## src/rtl/bp_pkg.sv

```systemverilog
package bp_pkg;

  typedef logic [1:0] ctr2_t;

  localparam ctr2_t CTR_INIT = 2'b01;

  // Strobes from control to datapath for one update cycle
  typedef struct packed {
    logic gsWe;
    logic gsUp;
    logic bmWe;
    logic bmUp;
    logic chWe;
    logic chUp;
    logic histWe;
    logic histBit;
  } bp_strobe_t;

  // Saturating step of a 2-bit counter
  function automatic ctr2_t ctrStep(ctr2_t c, logic up);
    if (up) return (c == 2'b11) ? c : c + 2'd1;
    else    return (c == 2'b00) ? c : c - 2'd1;
  endfunction

  function automatic logic ctrVote(ctr2_t c);
    return c[1];
  endfunction

endpackage

```

## src/rtl/bp_ctr_table.sv

```systemverilog
module bp_ctr_table
  import bp_pkg::*;
#(
  parameter int IDX_W = 8
) (
  input  logic             clk,
  input  logic             rstN,
  input  logic [IDX_W-1:0] rdIdx,
  output ctr2_t            rdCtr,
  input  logic [IDX_W-1:0] updIdx,
  output ctr2_t            updCtr,
  input  logic             wrEn,
  input  logic             wrUp
);

  localparam int DEPTH = 1 << IDX_W;

  ctr2_t cells [DEPTH];

  always_ff @(posedge clk or negedge rstN) begin
    if (!rstN) begin
      for (int i = 0; i < DEPTH; i++) cells[i] <= CTR_INIT;
    end else if (wrEn) begin
      cells[updIdx] <= ctrStep(cells[updIdx], wrUp);
    end
  end

  assign rdCtr  = cells[rdIdx];
  assign updCtr = cells[updIdx];

  // a taken-direction write never lowers the entry
  a_r3_up_not_lower: assert property (@(posedge clk) disable iff (!rstN)
    wrEn && wrUp |=> cells[$past(updIdx)] >= $past(updCtr));

  // a not-taken-direction write never raises the entry
  a_r3_down_not_higher: assert property (@(posedge clk) disable iff (!rstN)
    wrEn && !wrUp |=> cells[$past(updIdx)] <= $past(updCtr));

  // no write strobe, the update-side entry keeps its value
  a_r10_entry_stable: assert property (@(posedge clk) disable iff (!rstN)
    !wrEn |=> cells[$past(updIdx)] == $past(updCtr));

endmodule

```

## src/rtl/bp_datapath.sv

```systemverilog
module bp_datapath
  import bp_pkg::*;
#(
  parameter int PC_W     = 32,
  parameter int HIST_W   = 8,
  parameter int GS_IDX_W = 8,
  parameter int BM_IDX_W = 8,
  parameter int CH_IDX_W = 8
) (
  input  logic            clk,
  input  logic            rstN,
  input  logic [PC_W-1:0] predPc,
  input  logic [PC_W-1:0] updPc,
  input  bp_strobe_t      strb,
  output ctr2_t           predGs,
  output ctr2_t           predBm,
  output ctr2_t           predCh,
  output ctr2_t           updGs,
  output ctr2_t           updBm,
  output ctr2_t           updCh,
  output logic [HIST_W-1:0] histOut
);

  localparam int PC_LSB = 2;

  logic [HIST_W-1:0]   ghr;
  logic [GS_IDX_W-1:0] histExt;
  logic [GS_IDX_W-1:0] gsPredIdx, gsUpdIdx;
  logic [BM_IDX_W-1:0] bmPredIdx, bmUpdIdx;
  logic [CH_IDX_W-1:0] chPredIdx, chUpdIdx;

  // History fitted to the hashed index width
  generate
    if (HIST_W >= GS_IDX_W) begin : g_histTrunc
      assign histExt = ghr[GS_IDX_W-1:0];
    end else begin : g_histExtend
      assign histExt = {{(GS_IDX_W-HIST_W){1'b0}}, ghr};
    end
  endgenerate

  assign gsPredIdx = predPc[GS_IDX_W+PC_LSB-1:PC_LSB] ^ histExt;
  assign gsUpdIdx  = updPc[GS_IDX_W+PC_LSB-1:PC_LSB]  ^ histExt;
  assign bmPredIdx = predPc[BM_IDX_W+PC_LSB-1:PC_LSB];
  assign bmUpdIdx  = updPc[BM_IDX_W+PC_LSB-1:PC_LSB];
  assign chPredIdx = predPc[CH_IDX_W+PC_LSB-1:PC_LSB];
  assign chUpdIdx  = updPc[CH_IDX_W+PC_LSB-1:PC_LSB];

  // Table update uses the current history; the shift lands at the same edge
  always_ff @(posedge clk or negedge rstN) begin
    if (!rstN) ghr <= '0;
    else if (strb.histWe) begin
      if (HIST_W > 1) ghr <= {ghr[HIST_W-2:0], strb.histBit};
      else            ghr <= HIST_W'(strb.histBit);
    end
  end

  assign histOut = ghr;

  bp_ctr_table #(.IDX_W(GS_IDX_W)) uGsTable (
    .clk(clk), .rstN(rstN),
    .rdIdx(gsPredIdx), .rdCtr(predGs),
    .updIdx(gsUpdIdx), .updCtr(updGs),
    .wrEn(strb.gsWe), .wrUp(strb.gsUp)
  );

  bp_ctr_table #(.IDX_W(BM_IDX_W)) uBmTable (
    .clk(clk), .rstN(rstN),
    .rdIdx(bmPredIdx), .rdCtr(predBm),
    .updIdx(bmUpdIdx), .updCtr(updBm),
    .wrEn(strb.bmWe), .wrUp(strb.bmUp)
  );

  bp_ctr_table #(.IDX_W(CH_IDX_W)) uChTable (
    .clk(clk), .rstN(rstN),
    .rdIdx(chPredIdx), .rdCtr(predCh),
    .updIdx(chUpdIdx), .updCtr(updCh),
    .wrEn(strb.chWe), .wrUp(strb.chUp)
  );

endmodule

```

## src/rtl/bp_control.sv

```systemverilog
module bp_control
  import bp_pkg::*;
(
  input  logic       clk,
  input  logic       rstN,
  input  ctr2_t      predGs,
  input  ctr2_t      predBm,
  input  ctr2_t      predCh,
  input  ctr2_t      updGs,
  input  ctr2_t      updBm,
  input  logic       updValid,
  input  logic       updTaken,
  output logic       predTaken,
  output bp_strobe_t strb
);

  logic useGs;
  logic gsRight, bmRight;

  // Selection: upper chooser bit picks the history-hashed vote
  assign useGs     = ctrVote(predCh);
  assign predTaken = useGs ? ctrVote(predGs) : ctrVote(predBm);

  assign gsRight = (ctrVote(updGs) == updTaken);
  assign bmRight = (ctrVote(updBm) == updTaken);

  always_comb begin
    strb         = '0;
    strb.gsWe    = updValid;
    strb.gsUp    = updTaken;
    strb.bmWe    = updValid;
    strb.bmUp    = updTaken;
    strb.chWe    = updValid && (gsRight != bmRight);
    strb.chUp    = gsRight;
    strb.histWe  = updValid;
    strb.histBit = updTaken;
  end

  // components that voted alike leave the chooser alone
  a_r8_agree_no_move: assert property (@(posedge clk) disable iff (!rstN)
    updValid && (updGs[1] == updBm[1]) |-> !strb.chWe);

  // every update trains both components
  a_r9_both_trained: assert property (@(posedge clk) disable iff (!rstN)
    updValid |-> strb.gsWe && strb.bmWe && strb.histWe);

  // an idle cycle raises no write strobe
  a_r10_idle_quiet: assert property (@(posedge clk) disable iff (!rstN)
    !updValid |-> !(strb.gsWe || strb.bmWe || strb.chWe || strb.histWe));

endmodule

```

## src/rtl/branch_dir_predictor.sv

```systemverilog
module branch_dir_predictor
  import bp_pkg::*;
#(
  parameter int PC_W     = 32,
  parameter int HIST_W   = 8,
  parameter int GS_IDX_W = 8,
  parameter int BM_IDX_W = 8,
  parameter int CH_IDX_W = 8
) (
  input  logic            clk,
  input  logic            rstN,
  input  logic [PC_W-1:0] predPc,
  output logic            predTaken,
  input  logic            updValid,
  input  logic [PC_W-1:0] updPc,
  input  logic            updTaken
);

  bp_strobe_t        strb;
  ctr2_t             predGs, predBm, predCh;
  ctr2_t             updGs, updBm, updCh;
  logic [HIST_W-1:0] hist;

  bp_datapath #(
    .PC_W(PC_W), .HIST_W(HIST_W), .GS_IDX_W(GS_IDX_W),
    .BM_IDX_W(BM_IDX_W), .CH_IDX_W(CH_IDX_W)
  ) uDp (
    .clk(clk), .rstN(rstN),
    .predPc(predPc), .updPc(updPc), .strb(strb),
    .predGs(predGs), .predBm(predBm), .predCh(predCh),
    .updGs(updGs), .updBm(updBm), .updCh(updCh),
    .histOut(hist)
  );

  bp_control uCtl (
    .clk(clk), .rstN(rstN),
    .predGs(predGs), .predBm(predBm), .predCh(predCh),
    .updGs(updGs), .updBm(updBm),
    .updValid(updValid), .updTaken(updTaken),
    .predTaken(predTaken), .strb(strb)
  );

  // the resolved outcome enters the history at bit 0
  a_r4_outcome_at_lsb: assert property (@(posedge clk) disable iff (!rstN)
    updValid |=> hist[0] == $past(updTaken));

  // without an update the history holds
  a_r4_hist_holds: assert property (@(posedge clk) disable iff (!rstN)
    !updValid |=> $stable(hist));

  // the selector entry of an update stays put when votes agreed
  a_r8_chooser_stable: assert property (@(posedge clk) disable iff (!rstN)
    updValid && (updGs[1] == updBm[1]) |=> uDp.uChTable.cells[$past(updPc[CH_IDX_W+1:2])] == $past(updCh));

endmodule

```

## config.mk

```make
export PLATFORM = sky130hd
export DESIGN_NAME = branch_dir_predictor
export DESIGN_NICKNAME = d
export VERILOG_FILES = /design/src/rtl/bp_pkg.sv /design/src/rtl/bp_ctr_table.sv /design/src/rtl/bp_datapath.sv /design/src/rtl/bp_control.sv /design/src/rtl/branch_dir_predictor.sv
export SDC_FILE = /design/constraint.sdc
export NUM_CORES = 2
export LEC_CHECK = 0
export ABC_AREA = 1
export BUFFER_PORTS_ARGS = -buffer_cell sky130_fd_sc_hd__buf_2
export CORE_MARGIN = 5
export CORE_UTILIZATION = 35
export DETAILED_ROUTE_END_ITERATION = 10
export REMOVE_ABC_BUFFERS = 1
export SYNTH_ARGS = -nofsm -noshare
export SYNTH_HDL_FRONTEND = slang
export SYNTH_SLANG_ARGS = --single-unit
```

## constraint.sdc

```tcl
create_clock -name clk -period 3.55 [get_ports clk]
set_input_delay 0.1775 -clock clk [delete_from_list [all_inputs] [get_ports clk]]
set_output_delay 0.1775 -clock clk [all_outputs]
set_load 0.01 [all_outputs]
```

**Word level (Yosys, flattened, before mapping)**

Index checks and enable logic that the tools add are counted.

- Register bits after elaboration: 1544

- Magnitude comparators: 6
- Eq/ne operators: 6
- Add/subtract/negate cells: 6
- Bitwise gates (word level): 6
- Reductions and logical operators: 6
- Mux-type cells: 38

Operators by type and width:

| kind | number |
|---|---|
| $bwmux W512 | 3 |
| $bmux W2 S8 | 6 |
| $mux W2 | 26 |
| $ge A9 B9 Y1 const B | 4 |
| $not A8 Y9 | 4 |
| $demux W2 S8 | 2 |
| $lt A9 B1 Y1 const B | 2 |
| $xor A8 B8 Y8 | 2 |
| $add A2 B1 Y2 const B | 3 |
| $eq A2 B2 Y1 const B | 3 |
| $logic_not A2 Y1 | 3 |
| $sub A2 B1 Y2 const B | 3 |
| $logic_and A1 B1 Y1 | 3 |
| $eq A1 B1 Y1 | 2 |
| $mux W1 | 1 |
| $ne A1 B1 Y1 | 1 |

**Depth between registers and ports, before layout**

- Word-level depth: 10
- Mapped depth: 26
- Mapped depth without buffers: 21

**Hierarchy**

A second synthesis with hierarchy kept.

- Cell total of the unflattened synthesis: 15286
- Area total of the unflattened synthesis: 96771.6 um^2

Modules (own cells, without submodules):

| module | seq. area each (um^2) | area each (um^2) | cells each | instances |
|---|---|---|---|---|
| bp_ctr_table | 13132.6 | 32035.7 | 5055 | 3 |
| bp_datapath | 200.2 | 575.6 | 106 | 1 |
| bp_control | 0.0 | 88.8 | 15 | 1 |

**Worst setup path after synthesis**

No wires, ideal clock.

- Path type: reg2reg
- Start: register uDp.ghr[0] (netlist: uDp.histOut[0])
- End: register uDp.uGsTable.cells[1] (netlist name)
- Buffers on the path: 6
- Arrival: 2.712 ns
- Stages on the path, launching flop included: 24
- Data required time: 3.485 ns
- Setup slack: 0.773 ns
- Cell sequence: dfrtp_1 -> buf_2 -> inv_2 -> nand2_2 -> nand2_2 -> buf_2 -> buf_2 -> clkbuf_1 -> nand2_1 -> a21oi_1 -> o21ai_1 -> nand2_1 -> nor2_1 -> nand2_1 -> nand3_1 -> nand3_1 -> nand3_1 -> nand2_1 -> inv_2 -> nand2_1 -> buf_2 -> buf_2 -> nand3_1 -> nand2_1

- Cells in the longest elaborated chain, start to end: 10
- Elaborated cells between the ends (all ways): 19
- Classes of those cells: 2 x add/sub; 2 x order compare; 1 x eq/ne; 10 x mux; 2 x bitwise; 2 x reduce/logical

RTL lines:

| element | RTL line | text |
|---|---|---|
| start: declaration | bp_datapath.sv:26 | `logic [HIST_W-1:0] ghr;` |
| start signal: assignment | bp_datapath.sv:52 | `if (HIST_W > 1) ghr <= {ghr[HIST_W-2:0], strb.histBit};` |
| start signal: assignment | bp_datapath.sv:53 | `else ghr <= HIST_W'(strb.histBit);` |
| $xor A8 B8 Y8 * | bp_datapath.sv:42 | `assign gsUpdIdx = updPc[GS_IDX_W+PC_LSB-1:PC_LSB] ^ histExt;` |
| $not A8 Y9 (not written as such) * | bp_ctr_table.sv:24 | `cells[updIdx] <= ctrStep(cells[updIdx], wrUp);` |
| $bmux W2 S8 | bp_ctr_table.sv:24 |  |
| $mux W2 (not written as such) (2 in series) | bp_ctr_table.sv:24 |  |
| $sub A2 B1 Y2, or another cell as far along | bp_pkg.sv:22 | `else return (c == 2'b00) ? c : c - 2'd1;` |
| $mux W2, on equally long branches | bp_pkg.sv:22, bp_pkg.sv:21 |  |
| $mux W2 | bp_pkg.sv:21 | `if (up) return (c == 2'b11) ? c : c + 2'd1;` |
| $mux W2 | bp_ctr_table.sv:23 | `end else if (wrEn) begin` |
| $bwmux W512 * | bp_ctr_table.sv:24 |  |
| end signal: indexed assignment | bp_ctr_table.sv:24 |  |
| end: declaration | bp_ctr_table.sv:18 | `ctr2_t cells [DEPTH];` |

Mark *: on every way between the ends. The rest lies on a longest branch, timed or not. The select of a mux whose other input is x is not followed.
A chain may end at the register's enable or synchronous reset.

**Worst setup path after layout**

- Start: register uDp.ghr[0] (netlist: uDp.histOut[0])
- End: output predTaken

- Cells in the longest elaborated chain, start to end: 6

RTL lines:

| element | RTL line | text |
|---|---|---|
| $xor A8 B8 Y8 | bp_datapath.sv:41 | `assign gsPredIdx = predPc[GS_IDX_W+PC_LSB-1:PC_LSB] ^ histExt;` |
| $not A8 Y9 (not written as such) | bp_ctr_table.sv:28 | `assign rdCtr = cells[rdIdx];` |
| $bmux W2 S8 | bp_ctr_table.sv:28 |  |
| $mux W2 (not written as such) (2 in series) | bp_ctr_table.sv:28 |  |
| $mux W1 | bp_control.sv:22 | `assign predTaken = useGs ? ctrVote(predGs) : ctrVote(predBm);` |
| end: declaration | branch_dir_predictor.sv:13 | `output logic predTaken,` |

No other way between the ends. The select of a mux whose other input is x is not followed.

==> run summary <==
status - finished with violations
violated checks - setup timing
DR iter-0 viols - 12500
Seq/Total Area, Yosys - 44.3%
#FFs+latches synth - 1544
fin nets - 13700
PnR Total Power - 58300 µW
depth of the most critical reg-to-reg path - 26
Max stage delay cell, worst path - dfrtp_1
post-DP HPWL - 242000 µm
Die H - 515 µm
synth-to-layout area growth - 23.9%
Synth area leaders - nand2_1, dfstp_2, dfrtp_1
Least-Margin Pin Slew - 1.09 ns
DR pass1 iterations - 7
Post-synth EDFFs - 0
die area - 266000 µm²
most used flip-flop cell after synthesis - dfrtp_1
Core ar. - 254000 µm²
worst-path cell chain - inv_2 -> buf_6 -> nand2_4 -> nand2_8 -> buf_12 -> buf_16 -> buf_4 -> o21ai_0 -> a21oi_1 -> o21ai_1 -> nand3_1 -> nand3_2 -> nand3_2 -> nand3_2 -> nand3b_1 -> nand2_4 -> nand2_4 -> nand2_4 -> buf_6
Max Root-Sink Buffers - 4
Max-Slew Margin vs Limit - 27.6%
initial antenna violation count - 11
critical setup path kind - reg -> out
clock transition at the registers of the reported paths - 0.06 ns
Antenna Nets Post-Route - 0
placed inst area - 99000 µm²
Max Cap Viol - 0
design area - 111000 µm²
PwrDens - 526 nW/µm²
total gr overflow - 0
Die X - 515 µm
startpoint types - flip-flop
LEAKAGE - 0.0513 µW
CP endpoint kind - output pin
mux contribution to synthesized area - 0%
Top Ports - 69
# setup viols final - 24
Final Critical Period - 3.79 ns
area leader, netlist - nand2_1
CTS tree - yes
WL final - 396000 µm
Synth cell types - 40
Req. time, crit path - 3.37 ns
pin count of the biggest net entering global routing - 170
Final Slew Violations - 0
worst path arrival time - 3.61 ns
GRT Total Usage - 27.5%
Hold Crit Depth - 4
VDD IR max - 0.000386 V
input/output buffers - 20
CP most frequent cell - nand2_4
synthesized area - 89400 µm²
Site Rows - 185
TritonCTS buffer count - 184
RSZ-0062 raised after global routing - yes
wire per inst - 23.1 µm
DR vias - 94600
Synth top area share - 25.1%
final worst-path setup slack - -0.236 ns
XOR/XNOR share of the synthesized area - 0.155%
Syn. warnings - 0
CTS root buf - clkbuf_16
Synth Area in Compound Gates - 8.58%
clk sinks - 1544
first-pass GRT wire length - 563000 µm
share of layout cells above drive strength 1 - 17.4%
largest family of logic cells by synthesized area - simple AND/OR/NAND/NOR gates
DRC viols - 0
Period Utilization, post-route - 107%
Adder-Cell Fraction of Synth Area - 0%
synthesized area per cell - 6.73 µm²
Initial Util - 35.2%
post-synthesis cell count - 13300
vias in the first global route - 87800
htree depth - 4
Worst Path Max Fanout - 7
final hold viol count - 0
simple-gate portion of the synthesized area - 38.3%
Crit path largest cell delay - 0.39 ns
later-pin clock latency in the skew report - 0.89 ns
fmax - 0.264 GHz
Hold WC Path Type - in -> reg
Clock Skew - 0.0717 ns
ys async rst share - 100%
Vias per Instance - 5.51
routability cong. - 0.948
==> synth_stat cells (8+ instances only) <==
master / number
o211ai_1: 56
xnor2_1: 13
a21oi_1: 177
o21ai_1: 29
nand3b_1: 9
o21ai_0: 354
inv_1: 1096
buf_2: 294
a221oi_1: 11
nand4_1: 339
buf_1: 97
nand2_1: 5983
dfrtp_1: 776
a22oi_1: 440
clkbuf_1: 401
a221o_1: 11
o22ai_1: 76
nor3_1: 170
clkinv_1: 30
o221ai_1: 32
buf_4: 28
o31ai_1: 8
dfstp_2: 768
nand3_1: 739
nor2_1: 1316
a22o_1: 9
==> per-stage QoR <==
| stage | hold slack [ns] | util (%) | cells | setup TNS, ns | setup WS [ns] |
|---|---|---|---|---|---|
| after floorplan | -0.118 | - | 12500 | - | -17.84 |
| after global placement | 0.231 | 38.9 | 16600 | -210.23 | -0.294 |
| after detailed placement | 0.225 | 38.9 | 16600 | -244.46 | -0.309 |
| after CTS | 0.243 | 42.1 | 17000 | -0.181 | -0.167 |
| after global routing | 0.288 | 43.6 | 17200 | -27.56 | -0.354 |
| final | 0.281 | 43.6 | 17200 | -0.505 | -0.236 |
==> final timing paths <==
kind                                    startpoint                      end  slack (ns)
min                                       updTaken           uDp.histOut[0]        0.28
max reg2reg                         uDp.histOut[1]  uDp.uGsTable.cells[474]       -0.04
max                                 uDp.histOut[0]                predTaken       -0.24
max in group asynchronous                     rstN           uDp.histOut[1]        1.99
min reg2reg                uDp.uGsTable.cells[458]  uDp.uGsTable.cells[458]        0.46
min in group asynchronous                     rstN  uDp.uBmTable.cells[499]        0.53
==> placed cells by master (no fill, tap or decap), types with 13 or more instances in the layout <==
cell type,Yosys,routed
nand2_1,5983,5933
inv_1,1096,1091
nor2_1,1316,1085
dfrtp_1,776,775
dfstp_2,768,768
nand3_1,739,713
buf_4,28,549
a22oi_1,440,439
nand4_1,339,339
o21ai_0,354,316
clkbuf_16,0,257
buf_12,0,222
a21oi_1,177,173
nor3_1,170,170
nor2_2,1,164
o22ai_1,76,74
nor2_4,1,69
buf_6,0,62
o211ai_1,56,56
o21ai_1,29,54
clkbuf_1,401,53
buf_16,0,51
clkbuf_8,0,40
clkinv_2,0,31
o221ai_1,32,29
nand2_2,5,27
clkinv_1,30,26
nand2_8,0,17
nand3_2,0,17
bufinv_16,0,16
nand2_4,0,14
buf_2,294,14
o21ai_2,0,13
==> worst max-delay path: cells and delay by family, from the launching register on <==
family	cells	cell delay (ns)
AO/OA/AOI/OAI	3	0.42
buffers and inverters	6	0.79
flip-flops	1	0.39
AND/OR/NAND/NOR	10	1.12
==> cell families (layout without fill, tap and decap cells) <==
logic type / Yosys count / count (layout)
other: 0 / 5
xor gates and xnor gates: 15 / 15
and+or+nand+nor: 8570 / 8573
AOI/OAI and AO/OA: 1208 / 1208
buffers and inverters: 1951 / 2448
DFF: 1544 / 1544
==> registers in the layout (all words and copies together), names as in the netlist <==
signal              flops
uDp.histOut             8
uDp.uChTable.cells    512
uDp.uBmTable.cells    512
uDp.uGsTable.cells    512
==> repair_timing <==
item                                    CTS  global route
setup buffers                            40            60
pin swaps                                47            90
hold endpoints to repair                605             0
cloned                                   24            85
gates resized for setup                 191           398
endpoints found under the setup margin  976           987
hold buffers                              5             0
==> where the power goes <==
part / switching [µW] / total (µW) / internal [µW]
registers: 995 / 20800 / 19800
clock network: 8120 / 19800 / 11600
logic: 11200 / 17800 / 6560
total: 20300 / 58300 / 38000
==> area by class of cell <==
cell class                 count  area (µm²)
fill                       25600      143000
multi-input combinational   9796       43800
sequential                  1544       39600
timing repair buffer         985       12800
clock buffer                 279        5400
inverter                    1131        4300
tap                         3366        4210
clock inverter                53         717
antenna                        5        12.5
==> layer usage <==
metal / vias to the layer above / global-route usage [%] / routed length [µm]
met5: - / 0 / 267
met4: 10 / 15.3 / 28000
met3: 1288 / 5.66 / 44100
met2: 5833 / 41.9 / 168000
met1: 44700 / 36.4 / 155000
li1: 42800 / - / -
Power figures use the tool's default switching activity.
